$ cat src/rtl/kw_pkg.sv
package kw_pkg;

    localparam logic [11:0] MODE_KEY = 12'hABC;
    localparam logic [11:0] TIME_KEY = 12'h248;
    localparam logic [15:0] KICK_KEY = 16'h1999;
    localparam int          CRV_W    = 12;
    localparam int          PSEL_N   = 4;
    localparam int          PULSE_W  = 4;

    localparam logic [1:0] OFS_MODE = 2'd0;
    localparam logic [1:0] OFS_TIME = 2'd1;
    localparam logic [1:0] OFS_KICK = 2'd2;
    localparam logic [1:0] OFS_STAT = 2'd3;

    typedef enum logic [1:0] {
        ST_OFF     = 2'd0,
        ST_COUNT   = 2'd1,
        ST_PULSE   = 2'd2,
        ST_EXPIRED = 2'd3
    } wd_state_e;

    typedef struct packed {
        logic [1:0] plen;
        logic       irq_en;
        logic       rst_en;
        logic       en;
    } mode_t;

    typedef struct packed {
        logic [CRV_W-1:0] crv;
        logic [1:0]       psel;
    } timing_t;

    // last value of the pulse counter: pulse lasts 2 << sel clocks
    function automatic logic [PULSE_W-1:0] pulse_last(input logic [1:0] sel);
        return PULSE_W'((32'd2 << sel) - 32'd1);
    endfunction

endpackage

$ cat src/rtl/kw_regs.sv
module kw_regs
    import kw_pkg::*;
(
    input  logic        clk,
    input  logic        rst_n,
    input  logic [3:0]  addr,
    input  logic        wr_en,
    input  logic [31:0] wr_data,
    input  logic        status_q,
    output mode_t       mode_q,
    output timing_t     time_q,
    output logic        kick,
    output logic [31:0] rd_data
);

    logic       aligned;
    logic [1:0] word;
    logic       mode_wr;
    logic       time_wr;
    logic       unused_bits;

    assign aligned     = (addr[1:0] == 2'b00);
    assign word        = addr[3:2];
    assign unused_bits = ^wr_data[31:26];

    // key checks: a write without its key is dropped
    always_comb begin
        mode_wr = wr_en && aligned && (word == OFS_MODE) && (wr_data[23:12] == MODE_KEY);
        time_wr = wr_en && aligned && (word == OFS_TIME) && (wr_data[25:14] == TIME_KEY);
        kick    = wr_en && aligned && (word == OFS_KICK) && (wr_data[15:0]  == KICK_KEY);
    end

    always_ff @(posedge clk) begin
        if (!rst_n) begin
            mode_q <= '0;
            time_q <= '0;
        end else begin
            if (mode_wr) begin
                mode_q.plen   <= wr_data[5:4];
                mode_q.irq_en <= wr_data[2];
                mode_q.rst_en <= wr_data[1];
                mode_q.en     <= wr_data[0];
            end
            if (time_wr) begin
                time_q.crv  <= wr_data[13:2];
                time_q.psel <= wr_data[1:0];
            end
        end
    end

    // readback: key fields always read as zero
    always_comb begin
        rd_data = '0;
        if (aligned) begin
            unique case (word)
                OFS_MODE: rd_data = {26'd0, mode_q.plen, 1'b0, mode_q.irq_en, mode_q.rst_en, mode_q.en};
                OFS_TIME: rd_data = {18'd0, time_q.crv, time_q.psel};
                OFS_KICK: rd_data = '0;
                OFS_STAT: rd_data = {31'd0, status_q};
                default:  rd_data = '0;
            endcase
        end
    end

endmodule

$ cat src/rtl/kw_prescale.sv
module kw_prescale
    import kw_pkg::*;
#(
    parameter int BASE_SHIFT = 3,
    parameter int STEP_SHIFT = 3
) (
    input  logic       clk,
    input  logic       rst_n,
    input  logic       run,
    input  logic       clear,
    input  logic [1:0] psel,
    output logic       tick
);

    localparam int PS_W = BASE_SHIFT + STEP_SHIFT * (PSEL_N - 1);

    logic [PS_W-1:0] ps;
    logic [PS_W-1:0] term [PSEL_N];

    // terminal counts: divisor 2^(BASE_SHIFT + STEP_SHIFT*sel)
    for (genvar g = 0; g < PSEL_N; g++) begin : g_term
        assign term[g] = PS_W'((64'd1 << (BASE_SHIFT + STEP_SHIFT * g)) - 64'd1);
    end

    assign tick = run && (ps >= term[psel]);

    always_ff @(posedge clk) begin
        if (!rst_n) begin
            ps <= '0;
        end else if (!run || clear || tick) begin
            ps <= '0;
        end else begin
            ps <= ps + 1'b1;
        end
    end

endmodule

$ cat src/rtl/kw_core.sv
module kw_core
    import kw_pkg::*;
#(
    parameter int LOW_W = 12
) (
    input  logic                   clk,
    input  logic                   rst_n,
    input  mode_t                  mode_q,
    input  logic [CRV_W-1:0]       crv,
    input  logic                   kick,
    input  logic                   tick,
    output wd_state_e              st,
    output logic [CRV_W+LOW_W-1:0] cnt,
    output logic                   run,
    output logic                   status_q,
    output logic                   timeout_rst,
    output logic                   timeout_irq
);

    localparam int CNT_W = CRV_W + LOW_W;

    wd_state_e          nxt;
    logic               load;
    logic               expire;
    logic [PULSE_W-1:0] pcnt;
    logic [CNT_W-1:0]   reload;

    assign reload = {crv, {LOW_W{1'b1}}};
    assign expire = tick && (cnt == '0);

    // next-state logic
    always_comb begin
        nxt  = st;
        load = 1'b0;
        unique case (st)
            ST_OFF: begin
                if (mode_q.en) begin
                    nxt  = ST_COUNT;
                    load = 1'b1;
                end
            end
            ST_COUNT: begin
                if (!mode_q.en) begin
                    nxt = ST_OFF;
                end else if (kick) begin
                    load = 1'b1;
                end else if (expire) begin
                    nxt = mode_q.rst_en ? ST_PULSE : ST_EXPIRED;
                end
            end
            ST_PULSE: begin
                if (!mode_q.en) begin
                    nxt = ST_OFF;
                end else if (kick) begin
                    nxt  = ST_COUNT;
                    load = 1'b1;
                end else if (pcnt == '0) begin
                    nxt = ST_EXPIRED;
                end
            end
            ST_EXPIRED: begin
                if (!mode_q.en) begin
                    nxt = ST_OFF;
                end else if (kick) begin
                    nxt  = ST_COUNT;
                    load = 1'b1;
                end
            end
            default: nxt = ST_OFF;
        endcase
    end

    // state register
    always_ff @(posedge clk) begin
        if (!rst_n) begin
            st <= ST_OFF;
        end else begin
            st <= nxt;
        end
    end

    // counter, pulse length and sticky flag
    always_ff @(posedge clk) begin
        if (!rst_n) begin
            cnt      <= '0;
            pcnt     <= '0;
            status_q <= 1'b0;
        end else begin
            if (load) begin
                cnt <= reload;
            end else if ((st == ST_COUNT) && tick && (cnt != '0)) begin
                cnt <= cnt - 1'b1;
            end

            if ((st != ST_PULSE) && (nxt == ST_PULSE)) begin
                pcnt <= pulse_last(mode_q.plen);
            end else if ((st == ST_PULSE) && (pcnt != '0)) begin
                pcnt <= pcnt - 1'b1;
            end

            status_q <= (nxt == ST_PULSE) || (nxt == ST_EXPIRED);
        end
    end

    // outputs
    always_comb begin
        run         = (st == ST_COUNT);
        timeout_rst = (st == ST_PULSE);
        timeout_irq = status_q && mode_q.irq_en;
    end

endmodule

$ cat src/rtl/keyed_watchdog.sv
module keyed_watchdog
    import kw_pkg::*;
#(
    parameter int LOW_W      = 12,
    parameter int BASE_SHIFT = 3,
    parameter int STEP_SHIFT = 3
) (
    input  logic        clk,
    input  logic        rst_n,
    input  logic [3:0]  addr,
    input  logic        wr_en,
    input  logic [31:0] wr_data,
    output logic [31:0] rd_data,
    output logic        timeout_rst,
    output logic        timeout_irq
);

    localparam int CNT_W = CRV_W + LOW_W;

    mode_t            mode_q;
    timing_t          time_q;
    logic             kick;
    logic             tick;
    logic             run;
    logic             status_q;
    wd_state_e        st;
    logic [CNT_W-1:0] cnt;

    kw_regs u_regs (
        .clk      (clk),
        .rst_n    (rst_n),
        .addr     (addr),
        .wr_en    (wr_en),
        .wr_data  (wr_data),
        .status_q (status_q),
        .mode_q   (mode_q),
        .time_q   (time_q),
        .kick     (kick),
        .rd_data  (rd_data)
    );

    kw_prescale #(
        .BASE_SHIFT (BASE_SHIFT),
        .STEP_SHIFT (STEP_SHIFT)
    ) u_pre (
        .clk   (clk),
        .rst_n (rst_n),
        .run   (run),
        .clear (kick),
        .psel  (time_q.psel),
        .tick  (tick)
    );

    kw_core #(
        .LOW_W (LOW_W)
    ) u_core (
        .clk         (clk),
        .rst_n       (rst_n),
        .mode_q      (mode_q),
        .crv         (time_q.crv),
        .kick        (kick),
        .tick        (tick),
        .st          (st),
        .cnt         (cnt),
        .run         (run),
        .status_q    (status_q),
        .timeout_rst (timeout_rst),
        .timeout_irq (timeout_irq)
    );

endmodule

$ cat config.mk
export PLATFORM = sky130hd
export DESIGN_NAME = keyed_watchdog
export DESIGN_NICKNAME = d
export VERILOG_FILES = /design/src/rtl/kw_pkg.sv /design/src/rtl/kw_regs.sv /design/src/rtl/kw_prescale.sv /design/src/rtl/kw_core.sv /design/src/rtl/keyed_watchdog.sv
export SDC_FILE = /design/constraint.sdc
export NUM_CORES = 1
export LEC_CHECK = 0
export CORE_MARGIN = 1
export CORE_UTILIZATION = 52
export CTS_CLUSTER_SIZE = 25
export DETAILED_ROUTE_END_ITERATION = 8
export PLACE_DENSITY_LB_ADDON = 0.08
export SLEW_MARGIN = 20
export SYNTH_ARGS = -nofsm -noshare
export SYNTH_HDL_FRONTEND = slang
export SYNTH_HIERARCHICAL = 1
export SYNTH_SLANG_ARGS = --single-unit
$ cat constraint.sdc
create_clock -name clk -period 4.03 [get_ports clk]
set_input_delay 1.0075 -clock clk [delete_from_list [all_inputs] [get_ports clk]]
set_output_delay 1.0075 -clock clk [all_outputs]
set_load 0.02 [all_outputs]
* Yosys cells after proc, flatten, opt, wreduce, memory -nomap -nowiden
Index checks and enable logic that the tools add are counted.
Word-level totals: register bits after elaboration 62, input port bits 39, output and inout port bits 34, word-level logic and storage cells 85
Cells by class: add/sub/neg operators 4, order comparisons 2, equal/unequal tests 12, shifts and indexed selects 1, muxes and demuxes 24, bitwise gates (word level) 2, reductions and logical operators 29
Operator list (number):
- $pmux 32 s4 | 1
- $mux 24 | 2
- $mux 32 | 1
- $bmux 12 s2 | 1
- $logic_not 24->1 | 1
- $mux 12 | 2
- $reduce_bool 24->1 | 1
- $sub 24x1->24 const B | 1
- $mux 2 | 9
- $eq 16x13->1 const B | 1
- $logic_and 1x1->1 | 14
- $add 12x1->12 const B | 1
- $eq 12x10->1 const B | 1
- $eq 12x12->1 const B | 1
- $eq 2x2->1 const B | 6
- $ge 12x12->1 | 1
- $mux 4 | 2
- $pmux 2 s4 | 1
- $sub 4x1->4 const B | 2
- $logic_not 2->1 | 3
- $eq 2x1->1 const B | 2
- $logic_not 4->1 | 1
- $mux 1 | 4
- $reduce_bool 2->1 | 2
- other kinds (11) | 13

* Longest topological paths before layout
Gate-level depths: netlist of the first run.
depth after elaboration 14, gate-level depth with buffers 16, mapped depth without buffers 15

* By module
The synthesis of the first run kept the hierarchy.
By module, submodules not included:
- kw_core | instances 1, cells an instance 224, area an instance 1794.2 sq um, seq. area each 600.6 sq um
- kw_regs | instances 1, cells an instance 139, area an instance 1193.6 sq um, seq. area each 380.4 sq um
- kw_prescale | instances 1, cells an instance 81, area an instance 780.7 sq um, seq. area each 240.2 sq um

* Least setup slack after synthesis of the first run
OpenSTA, ideal clock, no wires.
path kind input port to flip-flop, from input port addr[2], to register u_core.pcnt[2], setup time 0.078 ns, arrival 3.180 ns, data required time 3.952 ns, path slack 0.773 ns, cell stages on the path 14, buffers on the path 1, cells stage by stage buf_6 > nor4_1 > and2_1 > nand3_1 > nor3_1 > nor2_1 > o21ai_0 > nor2_1 > mux2i_1 > ha_1 > o211ai_1 > xor2_1 > o21a_1 > nor3_1
On the way: word-level cells in the longest chain between the ends 9, elaborated cells between the ends (all ways) 14, those cells by class 2 x eq/ne; 8 x mux; 4 x reduce/logical
RTL lines:
- from (decl) | RTL line keyed_watchdog.sv:10 | input logic [3:0] addr,
- $eq 2x2->1 (*) | RTL line kw_regs.sv:30 | kick = wr_en && aligned && (word == OFS_KICK) && (wr_data[15:0] == KICK_KEY);
- $logic_and 1x1->1 (*) (2 in a row) | RTL line kw_regs.sv:30
- named net kick | RTL line keyed_watchdog.sv:22 | logic kick;
- $mux 2, on equally long branches | RTL line kw_core.sv:64, kw_core.sv:45, kw_core.sv:54
- $mux 2, on equally long branches | RTL line kw_core.sv:62, kw_core.sv:43, kw_core.sv:52
- $pmux 2 s4 (*) | RTL line kw_core.sv:35 | unique case (st)
- $eq 2x2->1 (*) | RTL line kw_core.sv:95 | if ((st != ST_PULSE) && (nxt == ST_PULSE)) begin
- $logic_and 1x1->1 (*) | RTL line kw_core.sv:95
- $mux 4 / $reduce_bool 2->1 (equally long branches)
- to (signal assigned) | RTL line kw_core.sv:96 | pcnt <= pulse_last(mode_q.plen);
- to (signal assigned) | RTL line kw_core.sv:98 | pcnt <= pcnt - 1'b1;
- to (decl) | RTL line kw_core.sv:25 | logic [PULSE_W-1:0] pcnt;
Mark *: on every way through the listed nets, which the timed path passes. The rest lies on a longest branch. A chain may end at the register's enable or synchronous reset.

* Worst setup path after layout of the first run
from input port addr[3], to output port rd_data[5]
On the way: word-level cells in the longest chain between the ends 3, elaborated cells between the ends (all ways) 6, those cells by class 3 x eq/ne; 2 x mux; 1 x reduce/logical
RTL lines:
- $eq 2x2->1 (tied with other cells) | RTL line kw_regs.sv:55 | unique case (word)
- $pmux 32 s4 (*) | RTL line kw_regs.sv:55
- $mux 32 (*) | RTL line kw_regs.sv:54 | if (aligned) begin
- to (decl) | RTL line keyed_watchdog.sv:13 | output logic [31:0] rd_data,
Mark *: on every way between the ends. The rest lies on a longest branch, timed or not. The select of a mux whose other input is x is not followed.

==> impl_results.md, run 1 <==
- Status: finished clean
- Gr usage total: between 20% and 30%
- Post-CTS Setup Inserts: 0
- Netlist Area Pre-Place: ~3800 um^2
- FF-to-FF Start: u_regs/time_q[1]$_SDFFE_PN0P_
- Worst hold path startpoint: u_regs/time_q[6]$_SDFFE_PN0P_
- Die width: approximately 87 um
- RSZ-0062 raised after global routing: no
- Largest net degree at the start of global routing: 36
- Vias per cell: 5.56
- Post-Syn Instances: 443
- Core ar.: about 7000 um^2
- Min-delay worst type: reg -> reg
- Seq. cell area: 1220 um^2
- Fin cells: a little under 600
- Worst R2R Path Depth: 16
- Layout cells sized above 1: approximately an eighth
- Leakage: 1.62 nW
- Die outline height: approximately 87 um
- Drt wl/cell: ~15 um
- # rows: 30
- Critical path launch point type: input pin
- RePlAce Congestion: 0.894
- Cts bufs inserted: 9
- Max VDD drop: between 200 and 250 uV
- Seq pwr share: 47.8%
- Combinational power share: under 10%
- Multi-input gate area: between 2000 and 2500 um^2
- Average cell area after synthesis: 8.49 um^2
- Final worst path period need: just under 4 ns
- Worst Hold Depth: 2
- Fmax: 256 MHz
- Clk_skew: approximately 0.0076 ns
- Worst Path Required: between 3 and 4 ns
- Vias in the first global route: between 3000 and 4000
- Worst EP arrival: ~2.9 ns
- Setup crit end kind: output pin
- Power Total: 1.26 mW
- Reg2Reg Setup Slack: a little over 0.5 ns
- Clock power frac: between 40% and 50%
- PortBufs: 48
- TritonCTS clock tree: built
- First-pass GRT wire length: between 15000 and 20000 um
- Clock transition at path regs: 0.07 ns
- Filler cells: roughly 630
- Initial core utilization: 54.5%
- Fin. Hold Viols: 0
- Syn-to-layout area delta: 19.5%
- Hold Path Sink: u_core/cnt[16]$_SDFFE_PN0P_
- Final nets: around 550
- NetSw: 0.286 mW
- Tcrit/Tclk final: between 90 and 100%
- Hold_buf cts: 0
- P_int: ~0.98 mW
- Drt total wl: a little under 9000 um
- HPWL Detailed: 6460 um
- Reg2reg end: u_core/pcnt[2]$_SDFFE_PN0P_
- Initial DRC count: 190
- Initial antenna violation count: 0
- Rel. slew slack: roughly 44%
- Clock sink count: 61
- Max Slew Vio Count: 0
- Antenna Nets Post-Route: 0
- Max cap viols: 0
- Drt drc: 0
- DRT Pass-1 Iters: 5
- Clk Tree Root Cell: clkbuf_8
- Antenna cells: 0
- CTS Buffer Depth: 2
- YS warnings: 6
- Setup violations, final: 0
- Cell area power density: ~280 nW/um^2
- Post-route setup TNS: 0 ns
- Die footprint: between 7000 and 8000 um^2
- Via count: between 3000 and 4000
- Kind of critical path: in -> out
- Post-CTS Resized: 0
- Worst-Skew Late Latency: about 0.34 ns
- Sw Share: between 20% and 30%
- Total I/O pin count: 73
- Congestion Overflow GR: 0
- H-Tree Depth: 3
- Cells after DPL: between 500 and 600
- Crit Path Max Fanout: 6
- Worst slew pin tran: roughly 0.83 ns
final cells by class:
| cell class | instances | share of cell area (%) |
|---|---|---|
| inverters | 8 | 0.668 |
| clock inverters | 3 | 0.947 |
| clock buffers | 13 | 3.76 |
| repair buffers | 61 | 12.9 |
| well taps | 96 | 2.67 |
| multi-input cells | 355 | 51.9 |
| flip-flops and latches | 61 | 27.2 |
worst max-delay path: stages:
cell	delay, ns
clkdlybuf4s50_1	0.54
or3_2	0.58
nor2_1	0.13
clkdlybuf4s50_1	0.63
flip-flops by register name, indices dropped and copies added, names as in the netlist:
name	cells
u_regs/mode_q	5
u_core/cnt	24
u_pre/ps	12
u_regs/time_q	14
u_core/pcnt	4
u_core/st	2
layout by cell type, fill, tap and decap left out, types with 5 or more instances in the layout:
cell type,count
dfxtp_1,61
nand2_1,56
clkdlybuf4s50_1,48
nor2_1,29
mux2i_1,25
xnor2_1,21
nand3_1,19
a21oi_1,18
conb_1,18
nor3_1,17
buf_4,13
ha_1,13
clkbuf_8,12
o21ai_0,12
nor3_2,10
and2_2,9
inv_1,8
or3_1,7
nor4_1,7
a211oi_1,7
o21a_1,6
or4_1,6
and2_1,6
o211ai_1,6
a31oi_1,5
stage by stage:
stage | worst slack [ns] | instance area (um^2) | hold WS, ns | util, %
3_5_place_dp | 0.118 | 4280 | 0.472 | 62.0
2_1_floorplan | 0.773 | 3820 | 0.434 | -
5_1_grt | 0.0305 | 4490 | 0.497 | 65.1
4_1_cts | 0.101 | 4490 | 0.479 | 65.1
3_3_place_gp | 0.110 | 4280 | 0.458 | 62.0
6_report | 0.123 | 4490 | 0.479 | 65.1
worst max-delay path by stage:
stage / from / endpoint / slack [ns] / depth (start not counted)
floorplan: addr[2] / u_core/pcnt[2]$_SDFFE_PN0P_ / 0.77 / 14
global placement: addr[3] / rd_data[5] / 0.11 / 4
detailed placement: addr[3] / rd_data[5] / 0.12 / 4
CTS: addr[3] / rd_data[5] / 0.10 / 4
global route: addr[3] / rd_data[5] / 0.03 / 4
finish: addr[3] / rd_data[5] / 0.12 / 4
power groups by stage:
| stage | logic (mW) | clock network [mW] | registers (mW) |
|---|---|---|---|
| finish | 0.0801 | 0.578 | 0.603 |
| global route | 0.0872 | 0.622 | 0.602 |
| CTS | 0.0800 | 0.592 | 0.602 |
| detailed placement | 0.0799 | 0 | 0.616 |
| global placement | 0.0788 | 0 | 0.616 |
| floorplan | 0.0511 | 0 | 0.616 |
routing by layer:
layer | GRT usage (%) | part of all wire [%]
met1 | 33.4 | 46
met2 | 41.4 | 47
met3 | 4.27 | 4.5
met4 | 11.5 | 2.2
met5 | 0 | 0
(Power assumes the default switching activity.)
==> inputs of run 2 (changes only) <==
CORE_UTILIZATION = 60   (was 52)
CTS_BUF_LIST = sky130_fd_sc_hd__clkbuf_8   (was default)
DONT_BUFFER_PORTS = 1   (was default)
clock period = 3.9 ns   (was 4.03 ns; I/O delays follow)
==> run 2 against run 1 <==
  * Utilization is 1.0 points higher
  * Worst hold slack worse by 0.00076 ns
  * Wire length decreased by 4.0%
  * Clock-buffer cell count shrank 4
  * Global-route usage rose by 2.8 points
  * Clock skew shrank 0.0018 ns
  * Sequential share of layout area grew 3.7 points
  * Register-to-register slack lost 0.04 ns
  * Sequential cell count stayed put
==> impl_results.md, run 2 (synthesis gave the netlist of run 1 again) <==
- Drt wl/cell: between 15 and 20 um
- CP startpoint: u_regs/time_q[1]$_SDFFE_PN0P_
- Drt drc: 0
- Fin. Hold Viols: 0
- Fin area: 3960 um^2
- # rows: 28
- Vias in the first global route: about 3000
- TritonCTS clock tree: built
- Hold_buf cts: 0
- Most frequent cells in the layout: dfxtp_1, nand2_1, nor2_1, mux2i_1, xnor2_1
- Setup crit end kind: flip-flop
- End-of-flow core utilization: 66.1%
- CTS Buffer Depth: 2
- Die width: ~81 um
- Max cap viols: 0
- Final nets: 496
- Antenna Nets Post-Route: 0
- Leakage: 1.42 nW
- Kind of critical path: reg -> reg
- Max FFs per register: 24
- Vias per cell: between 6 and 7
- Syn-to-layout area delta: 5.26%
- Post-CTS Setup Inserts: 0
- Area after DPL: 3740 um^2
- Worst-Skew Late Latency: between 0.3 and 0.4 ns
- Final worst path period need: ~3.4 ns
- HPWL Detailed: 5890 um
- DRT Pass-1 Iters: 5
- Core ar.: between 5000 and 6000 um^2
- FF-to-FF Start: u_regs/time_q[1]$_SDFFE_PN0P_
- Crit Path Max Fanout: 9
- Largest Register: u_core/cnt
- Clock sink count: just over 60
- Clk_skew: 0.00590 ns
- Fin cells: around 520
- Initial DRC count: 184
- Post-CTS Resized: 0
- Final hold slack: between 0.4 and 0.5 ns
- Initial core utilization: between 60% and 70%
- H-Tree Depth: 3
- Power Total: about 1.3 mW
- Cell area power density: 321 nW/um^2
- Worst setup margin: around 0.47 ns
- Placement Setup Slack: just over 0.5 ns
- Post-route setup TNS: 0 ns
- Cells after DPL: 508
- Clock transition at path regs: 0.07 ns
- RSZ-0062 raised after global routing: no
- Antenna cells: 0
- Tcrit/Tclk final: between 80% and 90%
- Largest registers: u_core/cnt: 24 flops, u_regs/time_q: 14 flops, u_pre/ps: 12 flops
- PortBufs: 0
- Fmax: 291 MHz
- Critical path launch point type: flip-flop
- Max Slew Vio Count: 0
- Largest net degree at the start of global routing: 45
- Status: finished clean
- Via count: 3156
- Rel. slew slack: around 44%
- Layout cells sized above 1: approximately an eighth
- Worst EP arrival: ~3.7 ns
- RePlAce Congestion: ~0.86
- Commonest non-fill, non-tap cell in the layout: dfxtp_1
- Worst Path Required: around 4.2 ns
- Initial antenna violation count: 0
- Min-delay worst type: reg -> reg
- Cts bufs inserted: 9
- Max VDD drop: 297 uV
- Setup violations, final: 0
- First-pass GRT wire length: around 14000 um
- Gr usage total: between 20% and 30%
- Drt total wl: around 8400 um
- Congestion Overflow GR: 0
- Clk Tree Root Cell: clkbuf_8
- Worst slew pin tran: about 0.83 ns
- Die footprint: 6590 um^2
- Total I/O pin count: 73
- Die outline height: approximately 80 um
- Worst hold path startpoint: u_regs/time_q[6]$_SDFFE_PN0P_
-- run 2: changes by cell type in the layout (fill, tap and decap cells not counted) --
cell	before	now
clkbuf_1	1	0
clkbuf_8	12	9
clkdlybuf4s50_1	48	0
bufinv_16	1	2
buf_4	13	9
clkinv_2	1	3
clkinvlp_4	1	2
-- run 2: cell type report --
type / instances / area [um^2]
clock buffers: 9 / 124
clock inverters: 7 / 90.1
fillers: 513 / 2030
inverters: 8 / 30.0
multi-input cells: 355 / 2330
flip-flops and latches: 61 / 1220
well taps: 75 / 93.8
repair buffers: 9 / 67.6
-- run 2: power by group --
group	switching (mW)	total, mW	internal (mW)
Sequential	0.00000294	0.623	0.623
Clock	0.256	0.612	0.356
Combinational	0.0270	0.0360	0.00903
-- run 2: layer usage --
metal,track usage (%),vias up,share of wire (%)
li1,-,1551,-
met1,35.6,1505,46
met2,45.8,90,47
met3,9.78,10,5.7
met4,8.93,0,1.3
met5,0,-,0
-- run 2: final timing paths --
| kind | slack (ns) | depth (start not counted) | to |
|---|---|---|---|
| setup / recovery | 0.47 | 16 | u_core/pcnt[2]$_SDFFE_PN0P_ |
| hold / removal | 0.48 | 2 | u_regs/time_q[6]$_SDFFE_PN0P_ |
| setup reg to reg | 0.47 | 16 | u_core/pcnt[2]$_SDFFE_PN0P_ |
| hold reg to reg | 0.48 | 2 | u_regs/time_q[6]$_SDFFE_PN0P_ |
-- run 2: critical path, cell delays in order, from the launching register on --
cell      delay (ns)
dfxtp_1         0.40
nand2_1         0.12
ha_1            0.31
and4_1          0.21
nor4b_1         0.23
a211o_1         0.16
and2_1          0.14
and3b_1         0.15
buf_4           0.16
nand3_1         0.21
nor2_1          0.25
mux2i_1         0.23
ha_1            0.22
o211ai_1        0.12
xor2_1          0.16
o21a_1          0.11
nor3_1          0.16
